--- config.mk ---
export PLATFORM = sky130hd
export DESIGN_NAME = hsk_frame_ctrl
export DESIGN_NICKNAME = d
export VERILOG_FILES = /design/src/rtl/hsk_frame_ctrl.sv
export SDC_FILE = /design/constraint.sdc
export NUM_CORES = 1
export LEC_CHECK = 0
export ABC_AREA = 1
export BUFFER_PORTS_ARGS = -buffer_cell sky130_fd_sc_hd__buf_2
export CORE_ASPECT_RATIO = 1.2
export CORE_MARGIN = 1.5
export CORE_UTILIZATION = 43
export DETAILED_ROUTE_END_ITERATION = 7
export HOLD_SLACK_MARGIN = 0.02
export SYNTH_ARGS = -nofsm -noshare
export SYNTH_HDL_FRONTEND = slang
export SYNTH_SLANG_ARGS = --single-unit
--- constraint.sdc ---
create_clock -name clk -period 7.9 [get_ports clk]
set_clock_uncertainty 0.05 [all_clocks]
set_input_delay 1.975 -clock clk [delete_from_list [all_inputs] [get_ports clk]]
set_output_delay 1.975 -clock clk [all_outputs]
set_load 0.02 [all_outputs]
--- src/rtl/hsk_frame_ctrl.sv ---
module hsk_frame_ctrl #(
  parameter int CYC_PER_US = 50,
  parameter int GAP_US     = 150,
  parameter int SETTLE_US  = 1500,
  parameter int MAX_IN     = 256,
  parameter int PKT_BYTES  = 16,
  parameter int FIFO_DEPTH = 2,
  localparam int LW = $clog2(PKT_BYTES + 1),
  localparam int CW = $clog2(MAX_IN + 1)
) (
  input  logic                   clk,
  input  logic                   rst_n,
  input  logic                   req_n_in,
  output logic                   tip_n,
  output logic                   ack_o,
  output logic                   dir_out,
  input  logic                   sr_done,
  input  logic [7:0]             sr_rd_data,
  output logic                   sr_wr_load,
  output logic [7:0]             sr_wr_data,
  input  logic                   pkt_valid,
  input  logic [8*PKT_BYTES-1:0] pkt_bytes,
  input  logic [LW-1:0]          pkt_len,
  output logic                   pkt_ready,
  output logic                   rx_valid,
  output logic [7:0]             rx_byte,
  output logic                   rx_done,
  output logic [7:0]             rx_type,
  output logic [CW-1:0]          rx_len,
  output logic                   rx_ovf
);

  localparam int PW   = $clog2(CYC_PER_US + 1);
  localparam int DMAX = (SETTLE_US > GAP_US) ? SETTLE_US : GAP_US;
  localparam int TW   = $clog2(DMAX + 1);
  localparam int AW   = (FIFO_DEPTH > 1) ? $clog2(FIFO_DEPTH) : 1;
  localparam int NW   = $clog2(FIFO_DEPTH + 1);

  typedef enum logic [2:0] {S_INIT, S_IDLE, S_IN, S_OUT, S_SETTLE} st_t;
  st_t st;

  logic req_s1, req_s2, req;
  always_ff @(posedge clk or negedge rst_n)
    if (!rst_n) begin
      req_s1 <= 1'b1;
      req_s2 <= 1'b1;
    end else begin
      req_s1 <= req_n_in;
      req_s2 <= req_s1;
    end
  assign req = ~req_s2;

  logic [8*PKT_BYTES-1:0] f_data [FIFO_DEPTH];
  logic [LW-1:0]          f_len  [FIFO_DEPTH];
  logic [AW-1:0]          wp, rp;
  logic [NW-1:0]          fcnt;
  logic                   push, pop, pending;
  logic [8*PKT_BYTES-1:0] head_d;
  logic [LW-1:0]          head_l;

  assign pkt_ready = (fcnt != NW'(FIFO_DEPTH));
  assign pending   = (fcnt != '0);
  assign push      = pkt_valid && pkt_ready;
  assign head_d    = f_data[rp];
  assign head_l    = f_len[rp];

  always_ff @(posedge clk)
    if (push) begin
      f_data[wp] <= pkt_bytes;
      f_len[wp]  <= pkt_len;
    end

  always_ff @(posedge clk or negedge rst_n)
    if (!rst_n) begin
      wp   <= '0;
      rp   <= '0;
      fcnt <= '0;
    end else begin
      if (push) wp <= (wp == AW'(FIFO_DEPTH - 1)) ? '0 : wp + 1'b1;
      if (pop)  rp <= (rp == AW'(FIFO_DEPTH - 1)) ? '0 : rp + 1'b1;
      fcnt <= fcnt + NW'(push) - NW'(pop);
    end

  logic [PW-1:0] pre;
  logic [TW-1:0] tmr;
  logic          tmr_done;
  assign tmr_done = (tmr == '0) && (pre == PW'(CYC_PER_US - 1));

  logic [1:0]    step;
  logic [LW-1:0] sent, sent_nx;
  logic [CW-1:0] cnt, cnt_nx;
  logic [7:0]    nx_byte;
  assign sent_nx = sent + 1'b1;
  assign cnt_nx  = cnt + 1'b1;
  assign nx_byte = head_d[int'(sent_nx)*8 +: 8];
  assign pop     = (st == S_OUT) && sr_done && !req && (sent_nx == head_l);

  always_ff @(posedge clk or negedge rst_n)
    if (!rst_n) begin
      st         <= S_INIT;
      tip_n      <= 1'b1;
      ack_o      <= 1'b1;
      dir_out    <= 1'b0;
      step       <= '0;
      pre        <= '0;
      tmr        <= TW'(GAP_US - 1);
      sent       <= '0;
      cnt        <= '0;
      sr_wr_load <= 1'b0;
      sr_wr_data <= '0;
      rx_valid   <= 1'b0;
      rx_byte    <= '0;
      rx_done    <= 1'b0;
      rx_type    <= '0;
      rx_len     <= '0;
      rx_ovf     <= 1'b0;
    end else begin
      sr_wr_load <= 1'b0;
      rx_valid   <= 1'b0;
      rx_done    <= 1'b0;
      if (pre == PW'(CYC_PER_US - 1)) begin
        pre <= '0;
        if (tmr != '0) tmr <= tmr - 1'b1;
      end else begin
        pre <= pre + 1'b1;
      end
      case (st)
        S_INIT: if (tmr_done) begin
          step <= step + 1'b1;
          tmr  <= TW'(GAP_US - 1);
          pre  <= '0;
          case (step)
            2'd0: tip_n <= 1'b0;
            2'd1: ack_o <= ~ack_o;
            2'd2: tip_n <= 1'b1;
            default: begin
              ack_o <= 1'b1;
              tip_n <= 1'b1;
              st    <= S_IDLE;
            end
          endcase
        end
        S_IDLE: begin
          if (sr_done && req) begin
            rx_type <= sr_rd_data;
            rx_ovf  <= 1'b0;
            dir_out <= 1'b0;
            tip_n   <= 1'b0;
            cnt     <= CW'(1);
            st      <= S_IN;
          end else if (pending && !req) begin
            sent       <= '0;
            sr_wr_data <= head_d[7:0];
            sr_wr_load <= 1'b1;
            dir_out    <= 1'b1;
            ack_o      <= 1'b1;
            tip_n      <= 1'b0;
            st         <= S_OUT;
          end
        end
        S_IN: if (sr_done) begin
          rx_valid <= 1'b1;
          rx_byte  <= sr_rd_data;
          cnt      <= cnt_nx;
          if (!req || cnt_nx == CW'(MAX_IN)) begin
            tip_n   <= 1'b1;
            ack_o   <= 1'b1;
            rx_done <= 1'b1;
            rx_len  <= cnt;
            rx_ovf  <= req;
            if (pending) begin
              st  <= S_SETTLE;
              tmr <= TW'(SETTLE_US - 1);
              pre <= '0;
            end else begin
              st <= S_IDLE;
            end
          end else begin
            ack_o <= ~ack_o;
          end
        end
        S_SETTLE: if (tmr_done) begin
          if (!req) begin
            sent       <= '0;
            sr_wr_data <= head_d[7:0];
            sr_wr_load <= 1'b1;
            dir_out    <= 1'b1;
            ack_o      <= 1'b1;
            tip_n      <= 1'b0;
            st         <= S_OUT;
          end else begin
            st <= S_IDLE;
          end
        end
        S_OUT: if (sr_done) begin
          if (req) begin
            rx_type <= sr_rd_data;
            rx_ovf  <= 1'b0;
            dir_out <= 1'b0;
            tip_n   <= 1'b0;
            ack_o   <= 1'b1;
            sent    <= '0;
            cnt     <= CW'(1);
            st      <= S_IN;
          end else if (sent_nx == head_l) begin
            dir_out <= 1'b0;
            tip_n   <= 1'b1;
            ack_o   <= 1'b1;
            st      <= S_IDLE;
          end else begin
            sent       <= sent_nx;
            sr_wr_data <= nx_byte;
            sr_wr_load <= 1'b1;
            ack_o      <= ~ack_o;
          end
        end
        default: st <= S_IDLE;
      endcase
    end

  AST_IDLE_LINES: assert property (@(posedge clk) disable iff (!rst_n)
    (st == S_IDLE) |-> (tip_n && ack_o && !dir_out));
  AST_RX_DIR_IN: assert property (@(posedge clk) disable iff (!rst_n)
    rx_valid |-> !dir_out);
  AST_LOAD_DIR_OUT: assert property (@(posedge clk) disable iff (!rst_n)
    sr_wr_load |-> (dir_out && !tip_n));
  AST_TX_START_CLEAR: assert property (@(posedge clk) disable iff (!rst_n)
    $rose(dir_out) |-> $past(req_s2));
  AST_LEN_LIMIT: assert property (@(posedge clk) disable iff (!rst_n)
    rx_done |-> (rx_len < CW'(MAX_IN)));
  AST_OVF_AT_LIMIT: assert property (@(posedge clk) disable iff (!rst_n)
    (rx_done && rx_ovf) |-> (rx_len == CW'(MAX_IN - 1)));
  AST_FIFO_BOUND: assert property (@(posedge clk) disable iff (!rst_n)
    fcnt <= NW'(FIFO_DEPTH));

endmodule

==> results.sh <==
export IMPL_outcome="finished clean"
export IMPL_path_clk_slew_ps=60
export IMPL_report_final_slew_viol_count=0
export IMPL_initialDrtViolationCount=769
export IMPL_syn_avg_cell_area_um2=10.4
export IMPL_layout_common_cells="nand2_1, edfxtp_1, buf_2"
export IMPL_p_leak_uw=0.00760
export IMPL_whs_path_depth=0
export IMPL_synth_cells=1447
export IMPL_path_max_fanout=71
export IMPL_pwr_share_comb_pct=10.8
export IMPL_crit_type="flop to flop"
export IMPL_switching_share_pct=25.1
export IMPL_ios=187
export IMPL_rows=74
export IMPL_cts_sinks=348
export IMPL_yosysSeqAreaShare_pct=66.8
export IMPL_routed_wl_mm=35.7
export IMPL_setup_violations=0
export IMPL_grt_util_all_layers_pct=19.9
export IMPL_post_drt_via_cell_ratio=5.02
export IMPL_portBuffers=186
export IMPL_drc=0
export IMPL_post_cts_buffers=0
export IMPL_ir_drop_mv=0.174
export IMPL_layout_drive_gt1_share_pct=17.7
export IMPL_cts_tree="done"
export IMPL_clkPwrFrac_pct=36.8
export IMPL_worst_r2r_path_depth=12
export IMPL_synth_cell_types=38
export IMPL_dieArea_um2=36100
export IMPL_core_area_um2=34300
export IMPL_grt_max_degree=135
export IMPL_wl_per_cell_um=16.9
export IMPL_ys_ff_latch=348
export IMPL_cts_resized=0
export IMPL_place_gp_congestion=0.885
export IMPL_period_share_pct=53.3
export IMPL_cts_made_buffers=38
export IMPL_seq_area_um2=10100
export IMPL_synthAdderAreaFrac_pct=0.915
export IMPL_firstDrtPassIters=5
export IMPL_slew_headroom_pct=29.9
export IMPL_yosysWarnings=0
export IMPL_period_needed_ps=4210
export IMPL_cp_end_kind="flop"
export IMPL_hp_class="flop to flop"
export IMPL_synth_largest_area_cell="edfxtp_1"
export IMPL_start_util_pct=43.9
export IMPL_syn_area_um2=15000
export IMPL_final_cells=2113
export IMPL_antenna_found_initial=3
export IMPL_grt_overflow_total=0
export IMPL_cp_required_ps=8300
export IMPL_drtAntennaViolNets=0
export IMPL_cp_arrival_ps=4610
export IMPL_synth_top_family_by_area="simple AND/OR/NAND/NOR gates"
export IMPL_dr_total_vias=10609
export IMPL_fin_tns_setup_ps=0
export IMPL_rsz0062_at_grt="false"
export IMPL_yosys_top_cells_area="edfxtp_1, dfrtp_1, nand2_1"
export IMPL_synth_mux_area_share_pct=0
export IMPL_die_width_um=174
export IMPL_final_common_cell="nand2_1"
export IMPL_synth_simple_area_share_pct=21.4
export IMPL_max_freq_ghz=0.238
export IMPL_clkLatencyLatePin_ps=550
export IMPL_dpl_hpwl_mm=22.7
export IMPL_netlist_area_leader_share_pct=53.1
export IMPL_power_per_cell_area_nw_per_um2=264
export IMPL_die_y_um=208
export IMPL_htree_num_levels=2
export IMPL_synth_xor_area_share_pct=0.981
export IMPL_multiInputGateArea_um2=4270
export IMPL_worstMarginPinSlew_ps=1050
export IMPL_intPower_uw=3480
export IMPL_synth_compound_area_share_pct=4.93
export IMPL_start_kind="flop"
export IMPL_final_hold_viol_count=0
export IMPL_dp_cells=2040
export IMPL_grt_pass1_vias=10612
export IMPL_synth_nets=1604
export IMPL_hold_buffers=0
export IMPL_cts_root_buf="clkbuf_16"
export IMPL_p_switching_uw=1160
export IMPL_cts_buffer_depth=3
export IMPL_grt_pass1_wl_mm=56.3
export IMPL_seqPwrFrac_pct=52.4
export IMPL_nets=1781
export IMPL_areaGrowthSynthToFinish_pct=16.8
export IMPL_cap_violations=0
export IMPL_nFillCells=3120
-- routing by layer --
metal | routed length [um] | vias up | GRT usage, %
met5 | 11 | - | 0
met4 | 874 | 2 | 6.42
met3 | 1620 | 58 | 3.23
met2 | 17800 | 286 | 34.3
met1 | 15400 | 5051 | 25.5
li1 | - | 5212 | -
-- cell families (layout without fill, tap and decap cells) --
group                      count (synthesis)  count (layout)
DFF                                      348             348
adders and majority gates                 11              11
AOI/OAI and AO/OA                        123             123
other                                      0               3
xor gates and xnor gates                  16              16
and+or+nand+nor                          769             769
buffers and inverters                    180             387
-- power by group through the flow --
stage / logic, uW / registers, uW / clock network, uW
floorplan: 324 / 2480 / 0
global placement: 512 / 2460 / 0
detailed placement: 518 / 2470 / 0
CTS: 520 / 2430 / 1750
global route: 574 / 2460 / 1830
finish: 504 / 2430 / 1710
-- final cells by class --
cell class              instances  share of cell area, %
flip-flops and latches        348                   57.2
multi-input cells             919                   24.3
repair buffers                197                   5.85
clock buffers                  49                   5.65
well taps                     456                   3.25
inverters                     120                   2.57
clock inverters                21                   1.13
diodes                          3                 0.0427
-- final timing paths --
kind / endpoint / from / slack, ps
worst max-delay path: fcnt[1] / rp / 3690
worst min-delay path: req_s2 / req_s1 / 310
worst max register to register: fcnt[1] / rp / 3690
worst min register to register: req_s2 / req_s1 / 310
max in group asynchronous: rp / rst_n / 5430
min in group asynchronous: step[1] / rst_n / 1570
-- stage by stage --
stage / worst slack [ps] / utilization [%] / cell area, um2 / hold slack (ps) / total power [uW]
detailed placement: 3660 / 47.8 / 16400 / 300 / 2990
global placement: 3740 / 47.8 / 16400 / 300 / 2970
CTS: 3650 / 51.3 / 17600 / 312 / 4710
global route: 3340 / 51.3 / 17600 / 317 / 4860
floorplan: 1840 / - / 15000 / 295 / 2810
finish: 3690 / 51.3 / 17600 / 311 / 4650
-- flip-flops by register name (all words and copies together) (netlist names), 2 cells and up --
register	count
tmr	11
fcnt	2
rx_byte	8
sr_wr_data	8
f_data	256
rx_len	9
pre	6
cnt	9
st	3
step	2
sent	5
f_len	10
rx_type	8
-- cell usage after synthesis (all sizes together) --
cell type / n
a21oi: 9
dfstp: 8
nor3: 5
a22oi: 1
o21ai: 82
xor2: 14
dfrtp: 74
nand3b: 2
edfxtp: 266
o22a: 1
buf: 39
o31ai: 1
o211ai: 27
o22ai: 2
clkinv: 1
nand3: 169
xnor2: 2
clkbuf: 21
nor2: 107
ha: 11
inv: 119
nand2: 472
nand4: 14
-- critical path: stages, from the launching register on --
cell and delay, ps:
dfrtp_4 950, clkinv_2 890, buf_4 610, o21ai_0 280, nand2_1 80, nand2_1 130
nand4_1 160, nor2_2 160, ha_1 240, inv_1 60, ha_1 150, xnor2_1 130
xor2_1 160
Note: power is estimated with default switching activity, not from simulation.
